<file path="src/rtl/ssp_pkg.sv">
package ssp_pkg;

  // Clock position within a machine cycle for a 1-based state and phase.
  function automatic int unsigned pos_of(input int unsigned st,
                                         input int unsigned ph,
                                         input int unsigned phases);
    return (st - 1) * phases + (ph - 1);
  endfunction

  // Strobes derived from the machine-cycle position.
  typedef struct packed {
    logic cyc_end;   // last clock of the cycle: shift/update edge
    logic smp;       // line sample clock
    logic low_next;  // next position is inside the shift-clock-low window
  } ssp_ticks_t;

endpackage

</file>
<file path="src/rtl/ssp_phase_gen.sv">
module ssp_phase_gen
  import ssp_pkg::*;
#(
  parameter int unsigned NUM_STATES = 6,
  parameter int unsigned PHASES     = 2
) (
  input  logic       clk,
  input  logic       rst,
  output ssp_ticks_t ticks
);
  localparam int unsigned CYC   = NUM_STATES * PHASES;
  localparam int unsigned PH_W  = $clog2(CYC);
  localparam int unsigned LOW_A = pos_of(3, 1, PHASES);
  localparam int unsigned LOW_B = pos_of(5, PHASES, PHASES);
  localparam logic [PH_W-1:0] LAST     = PH_W'(CYC - 1);
  localparam logic [PH_W-1:0] SMP_AT   = PH_W'(LOW_B);
  localparam logic [PH_W-1:0] LOW_FROM = PH_W'(LOW_A - 1);
  localparam logic [PH_W-1:0] LOW_TO   = PH_W'(LOW_B - 1);

  logic [PH_W-1:0] pos;

  always_ff @(posedge clk) begin
    if (rst)              pos <= '0;
    else if (pos == LAST) pos <= '0;
    else                  pos <= pos + 1'b1;
  end

  always_comb begin
    ticks.cyc_end  = (pos == LAST);
    ticks.smp      = (pos == SMP_AT);
    ticks.low_next = (pos >= LOW_FROM) && (pos <= LOW_TO);
  end

  a_r1_wrap: assert property (@(posedge clk) disable iff (rst)
    (pos == LAST) |=> (pos == '0));
endmodule

</file>
<file path="src/rtl/ssp_tx_unit.sv">
module ssp_tx_unit #(
  parameter int unsigned DATA_W = 8
) (
  input  logic              clk,
  input  logic              rst,
  input  logic              cyc_end,
  input  logic              wr_en,
  input  logic [DATA_W-1:0] wr_data,
  input  logic              rx_claim,
  output logic              tx_busy,
  output logic              send,
  output logic              sd_o,
  output logic              ti_set
);
  logic [DATA_W:0] sr;
  logic            wr_seen;
  logic            arm;
  logic            accept;
  logic            fin;

  assign tx_busy = wr_seen | arm | send;
  assign accept  = wr_en && !tx_busy && !rx_claim;
  // Marker sits just above the last data bit with zeros above it.
  assign fin     = (sr[DATA_W:2] == '0) && sr[1];
  assign ti_set  = cyc_end && send && fin;
  assign sd_o    = sr[0];

  always_ff @(posedge clk) begin
    if (rst) begin
      sr      <= '0;
      wr_seen <= 1'b0;
      arm     <= 1'b0;
      send    <= 1'b0;
    end else begin
      if (accept) begin
        sr <= {1'b1, wr_data};
        if (cyc_end) arm     <= 1'b1;
        else         wr_seen <= 1'b1;
      end
      if (cyc_end) begin
        if (wr_seen) begin
          wr_seen <= 1'b0;
          arm     <= 1'b1;
        end
        if (arm) begin
          arm  <= 1'b0;
          send <= 1'b1;
        end
        if (send) begin
          sr <= {1'b0, sr[DATA_W:1]};
          if (fin) send <= 1'b0;
        end
      end
    end
  end

  a_r2_start_on_edge: assert property (@(posedge clk) disable iff (rst)
    $rose(send) |-> $past(cyc_end));
  a_r3_zero_fill: assert property (@(posedge clk) disable iff (rst)
    (send && cyc_end) |=> (sr[DATA_W] == 1'b0));
  a_r4_marker_out: assert property (@(posedge clk) disable iff (rst)
    $fell(send) |-> (sr == {{DATA_W{1'b0}}, 1'b1}));
  a_r5_write_ignored: assert property (@(posedge clk) disable iff (rst)
    (send && wr_en && !cyc_end) |=> $stable(sr));
endmodule

</file>
<file path="src/rtl/ssp_rx_unit.sv">
module ssp_rx_unit #(
  parameter int unsigned DATA_W = 8
) (
  input  logic              clk,
  input  logic              rst,
  input  logic              cyc_end,
  input  logic              smp_tick,
  input  logic              ren,
  input  logic              ri,
  input  logic              tx_busy,
  input  logic              sd_i,
  output logic              recv,
  output logic              rx_claim,
  output logic [DATA_W-1:0] rd_data,
  output logic              ri_set
);
  logic [DATA_W-1:0] sr;
  logic              smp;
  logic              go;
  logic              fin;

  assign go       = cyc_end && ren && !ri && !recv && !tx_busy;
  assign rx_claim = recv | go;
  // The zero loaded at the top has walked down to bit 0.
  assign fin      = !sr[0];
  assign ri_set   = cyc_end && recv && fin;

  always_ff @(posedge clk) begin
    if (rst) begin
      sr      <= '0;
      smp     <= 1'b1;
      recv    <= 1'b0;
      rd_data <= '0;
    end else begin
      if (smp_tick) smp <= sd_i;
      if (go) begin
        sr   <= {1'b0, {(DATA_W-1){1'b1}}};
        recv <= 1'b1;
      end
      if (cyc_end && recv) begin
        sr <= {smp, sr[DATA_W-1:1]};
        if (fin) begin
          recv    <= 1'b0;
          rd_data <= {smp, sr[DATA_W-1:1]};
        end
      end
    end
  end

  a_r6_start_cond: assert property (@(posedge clk) disable iff (rst)
    $rose(recv) |-> ($past(ren) && !$past(ri) && $past(cyc_end)));
  a_r7_hold_mid_cycle: assert property (@(posedge clk) disable iff (rst)
    (recv && !cyc_end) |=> $stable(sr));
  a_r8_no_restart: assert property (@(posedge clk) disable iff (rst)
    (ri && !recv) |=> !recv);
  a_r8_buf_hold: assert property (@(posedge clk) disable iff (rst)
    !(cyc_end && recv) |=> $stable(rd_data));
endmodule

</file>
<file path="src/rtl/sync_shift_port.sv">
module sync_shift_port
  import ssp_pkg::*;
#(
  parameter int unsigned DATA_W     = 8,
  parameter int unsigned NUM_STATES = 6,
  parameter int unsigned PHASES     = 2
) (
  input  logic              clk,
  input  logic              rst,
  input  logic              wr_en,
  input  logic [DATA_W-1:0] wr_data,
  output logic [DATA_W-1:0] rd_data,
  input  logic              ren,
  input  logic              clr_ti,
  input  logic              clr_ri,
  output logic              ti,
  output logic              ri,
  output logic              sd_o,
  output logic              sd_oe,
  input  logic              sd_i,
  output logic              sclk_o
);
  ssp_ticks_t ticks;
  logic tx_busy, send, ti_set;
  logic recv, rx_claim, ri_set;

  ssp_phase_gen #(.NUM_STATES(NUM_STATES), .PHASES(PHASES)) u_phase (
    .clk(clk), .rst(rst), .ticks(ticks)
  );

  ssp_tx_unit #(.DATA_W(DATA_W)) u_tx (
    .clk(clk), .rst(rst), .cyc_end(ticks.cyc_end),
    .wr_en(wr_en), .wr_data(wr_data), .rx_claim(rx_claim),
    .tx_busy(tx_busy), .send(send), .sd_o(sd_o), .ti_set(ti_set)
  );

  ssp_rx_unit #(.DATA_W(DATA_W)) u_rx (
    .clk(clk), .rst(rst), .cyc_end(ticks.cyc_end), .smp_tick(ticks.smp),
    .ren(ren), .ri(ri), .tx_busy(tx_busy), .sd_i(sd_i),
    .recv(recv), .rx_claim(rx_claim), .rd_data(rd_data), .ri_set(ri_set)
  );

  assign sd_oe = send;

  always_ff @(posedge clk) begin
    if (rst) begin
      ti     <= 1'b0;
      ri     <= 1'b0;
      sclk_o <= 1'b1;
    end else begin
      if (ti_set)      ti <= 1'b1;
      else if (clr_ti) ti <= 1'b0;
      if (ri_set)      ri <= 1'b1;
      else if (clr_ri) ri <= 1'b0;
      sclk_o <= !((send || recv) && ticks.low_next);
    end
  end

  a_r10_half_duplex: assert property (@(posedge clk) disable iff (rst)
    !(send && recv));
  a_r1_sclk_idle: assert property (@(posedge clk) disable iff (rst)
    (!send && !recv) |=> sclk_o);
  a_r9_ti_set_wins: assert property (@(posedge clk) disable iff (rst)
    ti_set |=> ti);
  a_r9_ri_set_wins: assert property (@(posedge clk) disable iff (rst)
    ri_set |=> ri);
endmodule

</file>
<file path="config.mk">
export PLATFORM = sky130hd
export DESIGN_NAME = sync_shift_port
export DESIGN_NICKNAME = d
export VERILOG_FILES = /design/src/rtl/ssp_pkg.sv /design/src/rtl/ssp_phase_gen.sv /design/src/rtl/ssp_tx_unit.sv /design/src/rtl/ssp_rx_unit.sv /design/src/rtl/sync_shift_port.sv
export SDC_FILE = /design/constraint.sdc
export NUM_CORES = 1
export LEC_CHECK = 0
export ABC_AREA = 1
export ABC_CLOCK_PERIOD_IN_PS = 3200
export BUFFER_PORTS_ARGS = -buffer_cell sky130_fd_sc_hd__clkbuf_2
export CELL_PAD_IN_SITES_DETAIL_PLACEMENT = 0
export CELL_PAD_IN_SITES_GLOBAL_PLACEMENT = 1
export CORE_UTILIZATION = 43
export CTS_CLUSTER_SIZE = 30
export DETAILED_ROUTE_END_ITERATION = 6
export GPL_ROUTABILITY_DRIVEN = 0
export PLACE_DENSITY = 0.91
export RECOVER_POWER = 25
export SYNTH_ARGS = -nofsm -noshare
export SYNTH_HDL_FRONTEND = slang
export SYNTH_SLANG_ARGS = --single-unit
</file>
<file path="constraint.sdc">
create_clock -name clk -period 3.2 [get_ports clk]
set_clock_uncertainty 0.05 [all_clocks]
set_input_delay 0.64 -clock clk [delete_from_list [all_inputs] [get_ports clk]]
set_output_delay 0.64 -clock clk [all_outputs]
set_load 0.05 [all_outputs]
</file>
# --- Yosys cells after proc, flatten, opt, wreduce, memory -nomap -nowiden ---
# Cells that the tools add are included.
op_classes:
  bitwise: 4
  n_eq_ne: 2
  magnitude_cmp: 2
  reduce_logical: 26
  addsub: 1
  muxes: 24
ops:
  columns: ["operator", "n"]
  rows:
  - ["$mux W9", 3]
  - ["$mux W1", 19]
  - ["$mux W8", 2]
  - ["$logic_and A1 B1 Y1", 13]
  - ["$eq A4 B4 Y1 const B", 2]
  - ["$logic_not A7 Y1", 1]
  - ["$logic_not A1 Y1", 6]
  - ["$reduce_bool A2 Y1", 3]
  - ["$add A4 B1 Y4 const B", 1]
  - ["$ge A4 B2 Y1 const B", 1]
  - ["$le A4 B4 Y1 const B", 1]
  - ["$or A1 B1 Y1", 3]
  - ["$reduce_and A2 Y1", 1]
  - ["$reduce_or A2 Y1", 1]
  - ["$logic_or A1 B1 Y1", 1]
  - ["$not A1 Y1", 1]
word_totals:
  in_bits: 15
  register_bits: 37
  out_inout_bits: 13
  elab_cells: 71

# --- Logic depth before layout (Yosys ltp) ---
logic_depth:
  word_depth: 12
  mapped_depth: 10

# --- Cells and area by module ---
# Synthesis repeated with hierarchy kept, for this count alone.
unflattened:
  cells_unflattened: 238
  area_unflattened_um2: 1727.9
modules_own_cells:
  columns: ["module", "cells_each", "area_per_inst_um2", "instances", "seq_area_each_um2"]
  rows:
  - ["ssp_tx_unit", 101, 701.9, 1, 240.2]
  - ["ssp_rx_unit", 92, 693.2, 1, 360.3]
  - ["ssp_phase_gen", 31, 227.7, 1, 80.1]
  - ["sync_shift_port", 14, 105.1, 1, 60.1]

# --- Least setup slack after synthesis ---
# No wires, ideal clock.
synth_timing:
  path_kind: "register -> register"
  startpoint: "reg u_tx.send"
  endpoint: "reg u_tx.sr[0]"
  path_stages_with_launch: 11
  period_less_slack_ps: 1622
  t_arrival_ps: 1463
  path_slack_ps: 1578
  t_required_ps: 3041
  path_buffers: 1
  cell_sequence: "dfxtp_1 -> inv_2 -> nand3_1 -> inv_1 -> nand2_2 -> nand3_2 -> buf_4 -> nand2_1 -> nand3_1 -> nand2_1 -> inv_1"
synth_via:
  elab_chain_len: 9
  word_cells_on_any_way: 10
synth_lines:
  columns: ["element", "line", "source"]
  rows:
  - ["start, declared", "ssp_tx_unit.sv:11", "output logic send,"]
  - ["start signal, assigned", "ssp_tx_unit.sv:33", "send <= 1'b0;"]
  - ["start signal, assigned", "ssp_tx_unit.sv:47", "send <= 1'b1;"]
  - ["start signal, assigned", "ssp_tx_unit.sv:51", "if (fin) send <= 1'b0;"]
  - ["$or A1 B1 Y1", "ssp_tx_unit.sv:21", "assign tx_busy = wr_seen | arm | send;"]
  - ["$logic_not A1 Y1", "ssp_tx_unit.sv:22, ssp_rx_unit.sv:22", null]
  - ["$logic_and A1 B1 Y1", "ssp_rx_unit.sv:22", "assign go = cyc_end && ren && !ri && !recv && !tx_busy;"]
  - ["$or A1 B1 Y1", "ssp_rx_unit.sv:23", "assign rx_claim = recv | go;"]
  - ["$logic_not A1 Y1", "ssp_tx_unit.sv:22", "assign accept = wr_en && !tx_busy && !rx_claim;"]
  - ["$logic_and A1 B1 Y1", "ssp_tx_unit.sv:22", null]
  - ["$mux W9", "ssp_tx_unit.sv:35", "if (accept) begin"]
  - ["$mux W9", "ssp_tx_unit.sv:49", "if (send) begin"]
  - ["$mux W9 (*)", "ssp_tx_unit.sv:40", "if (cyc_end) begin"]
  - ["end signal, assigned", "ssp_tx_unit.sv:36", "sr <= {1'b1, wr_data};"]
  - ["end signal, assigned", "ssp_tx_unit.sv:50", "sr <= {1'b0, sr[DATA_W:1]};"]
  - ["end, declared", "ssp_tx_unit.sv:15", "logic [DATA_W:0] sr;"]
# Every way passes the cells marked *; elsewhere a longest branch is shown, timed or not.
# A chain may end at the register's enable or synchronous reset.

# --- Worst setup path in the final report ---
layout_timing:
  startpoint: "reg u_phase.pos[0]"
  endpoint: "reg u_rx.rd_data[0]"
layout_via:
  elab_chain_len: 3
layout_lines:
  columns: ["element", "line", "source"]
  rows:
  - ["start, declared", "ssp_phase_gen.sv:20", "logic [PH_W-1:0] pos;"]
  - ["start signal, assigned", "ssp_phase_gen.sv:25", "else pos <= pos + 1'b1;"]
  - ["$eq A4 B4 Y1", "ssp_phase_gen.sv:29", "ticks.cyc_end = (pos == LAST);"]
  - ["$logic_and A1 B1 Y1", "ssp_rx_unit.sv:40", "if (cyc_end && recv) begin"]
  - ["$reduce_and A2 Y1 (no source line)", null, null]
  - ["end signal, assigned", "ssp_rx_unit.sv:44", "rd_data <= {smp, sr[DATA_W-1:1]};"]
  - ["end, declared", "ssp_rx_unit.sv:14", "output logic [DATA_W-1:0] rd_data,"]
# No other way between the ends.

==> metrics.md <==
| Metric | Value |
|---|---|
| Synth Warn # | 0 |
| Resized cells post-CTS | 0 |
| Register-to-Register Path Depth | 7 |
| Avg Synthesized Cell Area | around 7.5 um^2 |
| PD cells | approximately 500 nW/um^2 |
| P&R area growth vs syn | 13.53% |
| Critical Path Source | u_phase.pos[0] |
| Io pins | 28 |
| Largest net degree at the start of global routing | 18 |
| Remaining global-route overflow | 0 |
| Via count | 1372 |
| Top-area cell type share of the netlist area | roughly 44% |
| Vias per cell | 4.604 |
| Vias in the first global route | around 1200 |
| Synthesized area | 1674 um^2 |
| Worst slew margin | 50.38% |
| ANT cells | 0 |
| Wire length per cell | roughly 10 um |
| Root Buffer | clkbuf_8 |
| Tightest Hold Check Type | reg2reg |
| Core ar. | 3689 um^2 |
| CTS Hold Bufs | 0 |
| H-tree depth | 2 |
| Overall Global Routing Usage | 16.79% |
| Sum Neg Setup Slack | 0 ns |
| Starting DRT DRC Count | 81 |
| CP Launch Type | flop |
| Row cnt | 22 |
| Max Slew Vio Count | 0 |
| Total Routed Length | 3.112 mm |
| Seq/Total Area, Yosys | around 44% |
| R2r endpoint | u_rx.rd_data[0] |
| Max cap viols | 0 |
| DP HPWL | 2.245 mm |
| Setup CP Type | reg2reg |
| Register bit total from synthesis | 37 |
| Reg2reg start | u_phase.pos[0] |
| Worst path required time | roughly 3.4 ns |
| Syn Inst Count | about 220 |
| R2R setup slack | about 1.1 ns |
| RSZ-0062 raised after global routing | false |
| First-pass GRT wire length | 5.292 mm |
| Setup bufs post-CTS | 0 |
| Die area | just over 4000 um^2 |
| F_max | 483.8 MHz |
| Peak supply drop | 343.4 uV |
| Post-route ant nets | 0 |
| Total chip power | 945.8 uW |
| Slew of the pin with the lowest slew margin | 0.7443 ns |
| Starting Density | 45.39% |
| Total clock buffers created by CTS | 5 |
| Skew-Pair Late Insertion Delay | between 0.2 and 0.3 ns |
| Status | complete, no violations |
| Largest fanout on the critical path | 12 |
| Hold Fails Final Rpt | 0 |
| Mapped Nets | approximately 240 |
| CTS sink count | 37 |
| Max Buffers Root-to-Sink | 2 |
| Synth top area cells | dfxtp_1 44%, inv_1 8.7%, nand2_1 8.1% |
| Min Tclk post-route | 2.067 ns |
| Critical path destination | u_rx.rd_data[0] |
| Synth unique cells | 28 |
| Final nets | 267 |
| Setup crit end kind | flop |
| Yosys top cell by area | dfxtp_1 |
| Fin crit share | 64.59% |
| Final setup violation count | 0 |
| Width of the die | between 60 and 70 um |
| I/O Buffers | 27 |
| Die Ht | 64.40 um |
| Worst-path clk slew | 0.08 ns |
| Leakage power | a little under 1 nW |
| CTS tree | built |
| First drt pass iteration count | 4 |
| Most used flip-flop cell after synthesis | dfxtp_1 |
| Number of enable flip-flop cells after synthesis | 0 |
| Most frequent cell after synthesis | inv_1 |
| Proportion of layout cells with a drive suffix above 1 | 19.20% |
| Drc violations | 0 |
| Initial antenna violation count | 0 |
| Crit path arrival time | 2.24 ns |
| Post-synth top cells | 39 x inv_1, 37 x dfxtp_1, 36 x nand2_1, 18 x a21oi_1, 17 x nor2_1 |
| Asr flop ratio synth | 0% |
kinds of logic (layout without fill, tap and decap cells):
| family | count (synthesis) | count (layout) | share of synthesized area, % |
|---|---|---|---|
| buf+inv | 54 | 81 | 13.53 |
| compound gates | 39 | 39 | 12.93 |
| flops | 37 | 37 | 44.25 |
| fa+ha+maj | 3 | 3 | 2.242 |
| simple gates | 90 | 90 | 27.06 |
through the flow:
stage / setup WS [ns] / hold slack [ns] / area [um^2] / std cells / util [%]
after global placement: 1.409 / 0.3924 / 1817 / 290 / 49.25
after detailed placement: 1.348 / 0.3998 / 1817 / 290 / 49.25
final: 1.133 / 0.4169 / 1901 / 298 / 51.53
after CTS: 1.421 / 0.4178 / 1928 / 298 / 52.27
after global routing: 0.8826 / 0.4355 / 1901 / 298 / 51.53
after floorplan: 1.578 / 0.3776 / 1674 / 223 / -
layer usage:
layer | vias up | track usage, % | wire [um]
met5 | - | 0 | 0
met2 | 24 | 25.13 | 1318
met3 | 2 | 5.893 | 119
met1 | 593 | 22.53 | 1661
met4 | 0 | 5.000 | 13
li1 | 753 | - | -
worst max-delay path: stages, from the launching register on:
cell	delay, ns
dfxtp_1	0.41
ha_1	0.26
nand3_4	0.14
nor2_1	0.37
nand2_1	0.31
clkinv_2	0.24
o21ai_1	0.09
a21oi_1	0.13
layout make-up:
type | count | area, um^2
well taps | 48 | 60.06
multi-input cells | 132 | 684.4
fillers | 377 | 1788
inverters | 46 | 173.9
repair buffers | 27 | 130.1
flip-flops and latches | 37 | 740.7
clock buffers | 6 | 72.57
clock inverters | 2 | 38.79
worst min path at each step:
| stage | start | end | slack, ns | cells past startpoint |
|---|---|---|---|---|
| finish | u_rx.sr[0] | u_rx.sr[0] | 0.42 | 2 |
| global route | u_rx.sr[7] | u_rx.sr[7] | 0.44 | 2 |
| CTS | u_rx.sr[0] | u_rx.sr[0] | 0.42 | 2 |
| detailed placement | u_rx.sr[0] | u_rx.sr[0] | 0.40 | 2 |
| global placement | u_rx.sr[0] | u_rx.sr[0] | 0.39 | 2 |
| floorplan | u_rx.sr[0] | u_rx.sr[0] | 0.38 | 2 |
power breakdown:
part           switching [mW]  total, mW  internal (mW)
logic                  0.0415     0.0676         0.0261
clock network           0.165      0.399          0.234
registers             0.00776      0.479          0.472
total                   0.214      0.946          0.732
cell usage in the layout, fill, tap and decap left out, drive strengths merged, types with 2 or more instances in the layout:
master / count
a21oi: 21
nand3: 16
nand4: 9
clkinv: 2
ha: 3
dfxtp: 37
nor2: 21
o21ai: 14
clkbuf: 33
nand2: 40
inv: 45
o211ai: 4
state kept, by name, summed over array words and instances (netlist names):
name / flops
u_tx.send: 1
u_rx.smp: 1
u_phase.pos: 4
u_rx.recv: 1
ti: 1
u_tx.sr: 9
u_rx.sr: 8
u_tx.arm: 1
u_rx.rd_data: 8
sclk_o: 1
ri: 1
u_tx.wr_seen: 1
(Power assumes the default switching activity.)
